===== src/rtl/dic_pkg.sv =====
package dic_pkg;
  typedef enum logic [1:0] {
    FMT_PAR  = 2'd0,
    FMT_L2R  = 2'd1,
    FMT_R2L  = 2'd2,
    FMT_LONG = 2'd3
  } fmt_e;

  typedef enum logic [1:0] {
    PH_IDLE   = 2'd0,
    PH_FIRST  = 2'd1,
    PH_SECOND = 2'd2
  } phase_e;

  function automatic logic is_ordered(fmt_e f);
    return (f == FMT_L2R) || (f == FMT_R2L);
  endfunction
endpackage


===== src/rtl/dic_fsm.sv =====
module dic_fsm
  import dic_pkg::*;
(
  input  logic   clk,
  input  logic   rst_n,
  input  logic   accept,
  input  fmt_e   fmt,
  input  logic   stop_early,
  output phase_e phase,
  output logic   finish
);
  phase_e phase_q, phase_d;
  logic   go_second;

  always_comb begin
    go_second = is_ordered(fmt) && !stop_early;
    phase_d   = phase_q;
    finish    = 1'b0;
    case (phase_q)
      PH_IDLE:   if (accept) phase_d = PH_FIRST;
      PH_FIRST: begin
        if (go_second) begin
          phase_d = PH_SECOND;
        end else begin
          phase_d = PH_IDLE;
          finish  = 1'b1;
        end
      end
      PH_SECOND: begin
        phase_d = PH_IDLE;
        finish  = 1'b1;
      end
      default:   phase_d = PH_IDLE;
    endcase
  end

  always_ff @(posedge clk or negedge rst_n) begin
    if (!rst_n) phase_q <= PH_IDLE;
    else        phase_q <= phase_d;
  end

  assign phase = phase_q;
endmodule


===== src/rtl/dic_route.sv =====
module dic_route
  import dic_pkg::*;
#(
  parameter int IW = 32
) (
  input  fmt_e            fmt,
  input  phase_e          phase,
  input  logic [2*IW-1:0] word,
  output logic            mem_go,
  output logic [IW-1:0]   mem_op,
  output logic            int_go,
  output logic [IW-1:0]   int_op,
  output logic            any_go,
  output logic [IW-1:0]   any_op,
  output logic            long_go,
  output logic [2*IW-1:0] long_op
);
  logic [IW-1:0] left_half, right_half;
  logic          first, second;

  assign left_half  = word[2*IW-1:IW];
  assign right_half = word[IW-1:0];
  assign first      = (phase == PH_FIRST);
  assign second     = (phase == PH_SECOND);

  always_comb begin
    mem_go  = first && (fmt == FMT_PAR || fmt == FMT_L2R);
    int_go  = first && (fmt == FMT_PAR || fmt == FMT_R2L);
    long_go = first && (fmt == FMT_LONG);
    any_go  = second;
    mem_op  = mem_go  ? left_half  : '0;
    int_op  = int_go  ? right_half : '0;
    long_op = long_go ? word       : '0;
    if (!any_go)               any_op = '0;
    else if (fmt == FMT_L2R)   any_op = right_half;
    else                       any_op = left_half;
  end
endmodule


===== src/rtl/dic_merge.sv =====
module dic_merge
  import dic_pkg::*;
#(
  parameter int AW = 32
) (
  input  fmt_e          fmt,
  input  logic          a_branch,
  input  logic [AW-1:0] a_target,
  input  logic          b_branch,
  input  logic [AW-1:0] b_target,
  output logic          tgt_valid,
  output logic [AW-1:0] tgt_addr,
  output logic          clash
);
  always_comb begin
    tgt_valid = 1'b0;
    tgt_addr  = a_target;
    clash     = 1'b0;
    if (fmt == FMT_PAR) begin
      if (a_branch && b_branch) begin
        clash = 1'b1;
      end else if (b_branch) begin
        tgt_valid = 1'b1;
        tgt_addr  = b_target;
      end else begin
        tgt_valid = a_branch;
      end
    end else begin
      tgt_valid = a_branch;
    end
  end
endmodule


===== src/rtl/dual_issue_ctrl.sv =====
module dual_issue_ctrl
  import dic_pkg::*;
#(
  parameter int IW = 32,
  parameter int AW = 32
) (
  input  logic            clk,
  input  logic            rst_n,
  input  logic            word_valid,
  output logic            word_ready,
  input  logic [2*IW-1:0] word_in,
  output logic            mem_go,
  output logic [IW-1:0]   mem_op,
  output logic            int_go,
  output logic [IW-1:0]   int_op,
  output logic            any_go,
  output logic [IW-1:0]   any_op,
  output logic            long_go,
  output logic [2*IW-1:0] long_op,
  input  logic            ra_branch,
  input  logic [AW-1:0]   ra_target,
  input  logic            ra_kill,
  input  logic            rb_branch,
  input  logic [AW-1:0]   rb_target,
  output logic            commit,
  output logic            done,
  output logic            npc_valid,
  output logic [AW-1:0]   npc,
  output logic            conflict
);
  localparam int WW     = 2 * IW;
  localparam int FMT_HI = WW - 1;
  localparam int FMT_LO = IW - 1;

  logic [WW-1:0] word_q;
  fmt_e          fmt;
  phase_e        phase;
  logic          accept, finish, step_act, stop_early;
  logic          m_valid, m_clash;
  logic [AW-1:0] m_addr;

  assign fmt        = fmt_e'({word_q[FMT_HI], word_q[FMT_LO]});
  assign word_ready = (phase == PH_IDLE);
  assign accept     = word_valid && word_ready;
  assign step_act   = (phase != PH_IDLE);
  assign stop_early = ra_branch || ra_kill;

  always_ff @(posedge clk) begin
    if (accept) word_q <= word_in;
  end

  dic_fsm u_fsm (
    .clk        (clk),
    .rst_n      (rst_n),
    .accept     (accept),
    .fmt        (fmt),
    .stop_early (stop_early),
    .phase      (phase),
    .finish     (finish)
  );

  dic_route #(.IW(IW)) u_route (
    .fmt     (fmt),
    .phase   (phase),
    .word    (word_q),
    .mem_go  (mem_go),
    .mem_op  (mem_op),
    .int_go  (int_go),
    .int_op  (int_op),
    .any_go  (any_go),
    .any_op  (any_op),
    .long_go (long_go),
    .long_op (long_op)
  );

  dic_merge #(.AW(AW)) u_merge (
    .fmt       (fmt),
    .a_branch  (ra_branch),
    .a_target  (ra_target),
    .b_branch  (rb_branch),
    .b_target  (rb_target),
    .tgt_valid (m_valid),
    .tgt_addr  (m_addr),
    .clash     (m_clash)
  );

  always_ff @(posedge clk or negedge rst_n) begin
    if (!rst_n) begin
      commit    <= 1'b0;
      done      <= 1'b0;
      npc_valid <= 1'b0;
      conflict  <= 1'b0;
    end else begin
      commit    <= step_act;
      done      <= finish;
      npc_valid <= finish && m_valid;
      conflict  <= finish && m_clash;
    end
  end

  always_ff @(posedge clk) begin
    if (finish) npc <= m_addr;
  end
endmodule


===== config.mk =====
export PLATFORM = sky130hd
export DESIGN_NAME = dual_issue_ctrl
export DESIGN_NICKNAME = d
export VERILOG_FILES = /design/src/rtl/dic_pkg.sv /design/src/rtl/dic_fsm.sv /design/src/rtl/dic_route.sv /design/src/rtl/dic_merge.sv /design/src/rtl/dual_issue_ctrl.sv
export SDC_FILE = /design/constraint.sdc
export NUM_CORES = 1
export LEC_CHECK = 0
export BUFFER_PORTS_ARGS = -buffer_cell sky130_fd_sc_hd__buf_4
export CAP_MARGIN = 10
export CORE_AREA = 5 5 127 129
export DETAILED_ROUTE_END_ITERATION = 8
export DIE_AREA = 0 0 132 134
export PLACE_DENSITY = 0.65
export SLEW_MARGIN = 10
export SYNTH_ARGS = -nofsm -noshare
export SYNTH_HDL_FRONTEND = slang
export SYNTH_SLANG_ARGS = --single-unit

===== constraint.sdc =====
create_clock -name clk -period 3.9 [get_ports clk]
set_clock_uncertainty 0.2 [all_clocks]
set_input_delay 0.975 -clock clk [delete_from_list [all_inputs] [get_ports clk]]
set_output_delay 0.975 -clock clk [all_outputs]
set_load 0.01 [all_outputs]

==> results.md, run 1 <==
- Top routing layer used: met4
- Maximum VDD drop: 328 µV
- Wire length on met3: between 1500 and 2000 µm
- Fin util: a little over half
- Req. time, crit path: 2.72 ns
- Tot Pwr: 4110 µW
- FP Rows: 45
- Core area: around 15,000 µm²
- Share of cells above drive strength 1: 54.9%
- Post-synthesis adder-cell area fraction: 2.15%
- Least-Margin Pin Slew: 0.625 ns
- Max-slew headroom: 58.3%
- First-pass GRT wire length: 25,800 µm
- Synth unique cells: 24
- Hold Fails Final Rpt: 0
- CTS Sinks: 102
- Clk buf depth: 2
- Post-synthesis mux area share: 15.4%
- Synth Area in Simple Gates: 20.7%
- Worst R2R End: npc[2]
- Post-Syn Instances: 386
- Total negative slack: 0 ns
- Yosys synthesis warning count: 0
- Pin count of the biggest net entering global routing: 69
- Top cell type's share of synthesized area: 55.1%
- Most frequent cells in the layout: buf_4, edfxtp_1, and2_1, and3_1, mux2i_1
- Setup bufs post-CTS: 0
- R2r startpoint: u_fsm.phase[1]
- Crit Path Category: reg2out
- HP Class: in2async
- Flops & latches, synth: 102
- H-tree depth: 3
- Die width: 132 µm
- Minimum clock period: 3.54 ns
- IO buf count: 334
- Initial antenna violation count: 0
- GRT overflow: 0
- Detail Placement HPWL: about 14,000 µm
- Data arrival, critical path: 2.37 ns
- Cts repair resizes: 0
- Crit-path max FO: 68
- Clock Root Buffer: clkbuf_16
- Main combinational cell family by area after synthesis: simple AND/OR/NAND/NOR gates
- Max-slew violations: 0
- Drt first-iter violations: 184
- Hold slack: between 0.2 and 0.25 ns
- Unrepaired setup endpoints after global routing: false
- Vias/cell: 4.69
- Die height: between 100 and 150 µm
- Maxcap violations: 0
- Status: completed
- Starting Density: 35.0%
- TritonCTS clock tree: built
- Final WL: 17,300 µm
- Most common cell after layout, fill and taps aside: buf_4
- # IOs: between 300 and 400
- Fin crit share: 90.8%
- Vias: 4,229
- Peak Freq: roughly 280 MHz
- Post-synthesis sequential area ratio: about three fifths
- Syn_nets: 529
- Area leader, netlist: edfxtp_1
- # setup viols final: 0
- Cts hold-fix bufs: 0
- Pwr Density: 502 nW/µm²
- GRT Total Usage: 18.8%
- Drt first pass iters: 4
- Synth area leaders: edfxtp_1, mux2_4, and2_1, and3_1, mux2i_1
- Critical path launch point: u_fsm.phase[1]
- WL met2: 8850 µm
- Routability Congestion: about 0.84
- DRC Markers: 0
- Cts bufs inserted: 9
- CP endpoint kind: output pin
- Post-Syn Area: about 5200 µm²
- Antenna Cells: 0
- Reg2reg setup slack: 1.42 ns
- Die ar.: 17,700 µm²
- Worst Reg-to-Reg Cells: 6
- Post-route antenna net violation count: 0
- Vias in the first global route: 4,371
- Met1 WL: 6390 µm
- CP startpoint kind: flop
- Leakage dissipation: 0.00405 µW
- Synth Area in Compound Gates: 0.383%
- Clock Latency Late Sink: 0.33 ns
- Clock-pin slew on the worst setup and hold paths: 0.07 ns
- Nets: 852
- XOR/XNOR Fraction of Synth Area: 0%
- Area delta synth->final: 56.8%
- Wire per inst: 19.2 µm
- Syn avg cell area: 13.5 µm²
-- Yosys cell counts (all sizes together) --
| cell | count |
|---|---|
| inv | 5 |
| o21ai | 1 |
| mux2 | 32 |
| mux2i | 33 |
| dfrtp | 6 |
| nor4b | 1 |
| nand2b | 1 |
| nand2 | 1 |
| nand3b | 1 |
| and2 | 66 |
| o21a | 2 |
| and3 | 64 |
| nor2 | 3 |
| nor2b | 32 |
| ha | 9 |
| edfxtp | 96 |
| nand4bb | 1 |
| clkbuf | 21 |
| buf | 9 |
| nor3 | 2 |
-- sequential cells by signal, summed over array words and instances (netlist names) --
register / count
npc: 32
word_q: 64
npc_valid: 1
done: 1
u_fsm.phase: 2
conflict: 1
commit: 1
-- through the flow --
step                cell area [µm²]  worst slack [ns]  cells
CTS                            8200             0.347    902
global placement               7910             0.758    886
detailed placement             7910             0.716    886
finish                         8200             0.357    902
global route                   8200             0.188    902
floorplan                      5230             0.793    386
-- kinds of logic (layout without fill, tap and decap cells) --
family          Yosys count  in the layout
simple gates            172            172
flops                   102            102
mux                      65             65
buf+inv                  35            363
fa+ha+maj                 9              9
compound gates            3              3
-- layout make-up --
| class | count | area [µm²] |
|---|---|---|
| timing repair buffer | 342 | 2590 |
| multi-input combinational | 249 | 2030 |
| sequential | 102 | 3030 |
| clock buffer | 11 | 233 |
| tap | 188 | 235 |
| inverter | 5 | 18.8 |
| clock inverter | 5 | 58.8 |
| fill | 1293 | 6720 |
-- critical path, stage by stage, from the launching register on --
cell and delay (ns):
dfrtp_1 0.38, inv_1 0.10, ha_2 0.19, buf_4 0.45, o21a_1 0.20, buf_4 0.29, and2_1 0.25, buf_4 0.15
-- how the worst max path moves through the flow --
stage	cells after the start	endpoint
6_report	7	int_op[31]
3_5_place_dp	7	int_op[31]
2_1_floorplan	1	word_q[0]
5_1_grt	7	int_op[31]
4_1_cts	7	int_op[31]
3_3_place_gp	7	int_op[31]
-- routing by layer --
metal / GRT usage (%) / up-vias
met1: 21.5 / 1955
met3: 6.34 / 23
met4: 6.74 / 0
li1: - / 2018
met5: 0 / -
met2: 32.9 / 233
-- report_power, final --
group	switching, µW	internal [µW]	leakage [µW]
clock network	377	500	0.000138
logic	834	766	0.00293
registers	125	1510	0.000978
Power figures use the tool's default switching activity.
==> run 2: changes to the inputs <==
==> constraint.sdc (replaced) <==
create_clock -name clk -period 3.9 [get_ports clk]
set_clock_uncertainty 0.2 [all_clocks]
set_input_delay 0.39 -clock clk [delete_from_list [all_inputs] [get_ports clk]]
set_output_delay 0.39 -clock clk [all_outputs]
set_load 0.01 [all_outputs]
==> run 2 against run 1 <==
  * Via count grew 1.4%
  * Final cell count grew 0.55%
  * Register-to-register slack gained 0.09 ns
  * Die area is the same
  * Critical endpoint is now mem_op[0]
  * Largest power group unchanged
  * First-iteration DRC count shrank 14%
  * Design area shrank 0.14%
  * Non-clock buffer count grew 5
  * Utilization shrank 0.076 points
  * Sequential share of layout area grew 0.051 points
  * Combinational power is essentially flat
==> results.md, run 2 (same netlist as run 1, synthesis figures left out) <==
- # setup viols final: 0 (unchanged)
- Post-route antenna net violation count: 0 (unchanged)
- DRC Markers: 0 (unchanged)
- Hold path cells: 1
- Drt first-iter violations: 158 (-14%)
- # IOs: 335 (unchanged)
- FP Rows: 45 (unchanged)
- Net Sw Frac: 33.3% (+0.78 points)
- Least-Margin Pin Slew: 0.710 ns (+0.0846 ns)
- Routability Congestion: 0.832 (-1.4%)
- Nets: 857 (+0.59%)
- IO buf count: 334 (unchanged)
- Fin crit share: 72.3% (-19 points)
- Critical-path top delay cell: ha_2
- Non-Filler Instances: 907 (+0.55%)
- Vias in the first global route: 4,471 (+2.3%)
- Share of cells above drive strength 1: 54.5% (-0.38 points)
- Sequential Power Share: 40.6% (+0.8 points)
- Hold slack: 0.0203 ns (-0.212 ns)
- Largest delay share family, worst path: buffers and inverters
- Pwr Density: 493 nW/µm² (-1.7%)
- Cts hold-fix bufs: 4 (+4)
- Reg2reg setup slack: 1.51 ns (+0.09 ns)
- HP Class: in2reg
- Setup bufs post-CTS: 0 (unchanged)
- H-tree depth: 3 (unchanged)
- Initial antenna violation count: 0 (unchanged)
- Clk pwr share: 19.8% (-1.5 points)
- Total negative slack: 0 ns (unchanged)
- Crit Path Category: reg2out
- NetSw: 1340 µW (+0.54%)
- GRT Total Usage: 18.8% (-0.023 points)
- Crit-path max FO: 33 (-51%)
- Worst Reg-to-Reg Cells: 4 (-2)
- CP startpoint kind: flop
- Cell Int Power: 2700 µW (-2.9%)
- First-pass GRT wire length: 25,900 µm (+0.27%)
- Worst path cell trace: inv_1 -> ha_2 -> o21a_1 -> buf_4 -> and2_1 -> buf_4
- Clk buf depth: 2 (unchanged)
- Vias: 4,288 (+1.4%)
- Worst R2R End: npc[2]
- Setup Slack @ Placement: 1.44 ns (+0.725 ns)
- Starting Density: 35.0% (unchanged)
- Peak Freq: 355 MHz (+26%)
- Wire per inst: 19.2 µm (about the same)
- Placed cells: 887 (+0.11%)
- Maximum VDD drop: 300 µV (-8.5%)
- Hold Fails Final Rpt: 0 (unchanged)
- Cts bufs inserted: 9 (unchanged)
- TritonCTS clock tree: built
- Clock Latency Late Sink: 0.34 ns (about the same)
- Hold_sp: word_in[54]
- Vias/cell: 4.73 (+0.84%)
- Clock-pin slew on the worst setup and hold paths: 0.07 ns (about the same)
- Drt first pass iters: 4 (unchanged)
- DP Area: 7890 µm² (-0.22%)
- Core area: 14,900 µm² (unchanged)
- Max-slew violations: 0 (unchanged)
- Req. time, crit path: 3.31 ns (+0.59 ns)
- R2r startpoint: word_q[31]
- Maxcap violations: 0 (unchanged)
- Pin count of the biggest net entering global routing: 66 (-4.3%)
- Max reg flops: 64 (unchanged)
- Area delta synth->final: 56.6%
- Buffers and inverters on the worst path: 3 (-1)
- Status: completed
- CTS Sinks: 102 (unchanged)
- Die width: 132 µm (unchanged)
- Die height: 134 µm (unchanged)
- Min-Delay Endpoint: word_q[54]
- Minimum clock period: 2.82 ns (-0.725 ns)
- Unrepaired setup endpoints after global routing: false
- Critical path launch point: u_fsm.phase[1]
- Data arrival, critical path: 2.23 ns (-0.14 ns)
- Max-slew headroom: 52.7% (-5.6 points)
- Most common cell after layout, fill and taps aside: buf_4
- CP peak stage delay: 0.53 ns (+0.08 ns)
- Top reg by flops: word_q
- Leakage dissipation: 0.00405 µW (about the same)
- Worst setup margin: 1.08 ns (+0.725 ns)
- Cts repair resizes: 0 (unchanged)
- Most frequent cells in the layout: buf_4, edfxtp_1, and2_1, and3_1, mux2i_1
- Clock Root Buffer: clkbuf_16
- GRT overflow: 0 (unchanged)
- Design area: 8190 µm² (-0.14%)
- Crit-path most repeated cell: buf_4
- Antenna Cells: 0 (unchanged)
- Final WL: 17,400 µm (+0.64%)
- Logic gate share of total power: 39.6% (+0.7 points)
- Die ar.: 17,700 µm² (unchanged)
- CP endpoint kind: output pin
## run 2: per-stage QoR
stage	utilization (%)	total power, µW
finish	54.9	4040
global route	54.9	4270
detailed placement	52.9	3280
CTS	54.9	4100
floorplan	-	2430
global placement	52.9	3250
## run 2: power by group through the flow
stage          sequential, µW  clock [µW]  combinational (µW)
2_1_floorplan            1680           0                 751
3_3_place_gp             1650           0                1600
3_5_place_dp             1660           0                1620
4_1_cts                  1640         828                1620
5_1_grt                  1670         869                1740
6_report                 1640         798                1600
## run 2: worst max-delay path by stage
stage / cells after the start / end
floorplan: 5 / npc[0]
CTS: 6 / mem_op[31]
global route: 6 / mem_op[31]
finish: 6 / mem_op[0]
detailed placement: 6 / mem_op[31]
global placement: 6 / mem_op[31]
## run 2: area by class of cell
| type | count | area (µm²) |
|---|---|---|
| clock buffers | 10 | 229 |
| clock inverters | 6 | 28.8 |
| fillers | 1256 | 6730 |
| inverters | 5 | 18.8 |
| multi-input cells | 249 | 2030 |
| flip-flops and latches | 102 | 3030 |
| well taps | 188 | 235 |
| repair buffers | 347 | 2620 |
## run 2: metal layers
| layer | share of wire [%] | vias up | global-route usage [%] |
|---|---|---|---|
| li1 | - | 2029 | - |
| met1 | 37 | 1988 | 20.8 |
| met2 | 51 | 247 | 33.0 |
| met3 | 10 | 24 | 6.83 |
| met4 | 2.3 | 0 | 7.14 |
| met5 | 0 | - | 0 |
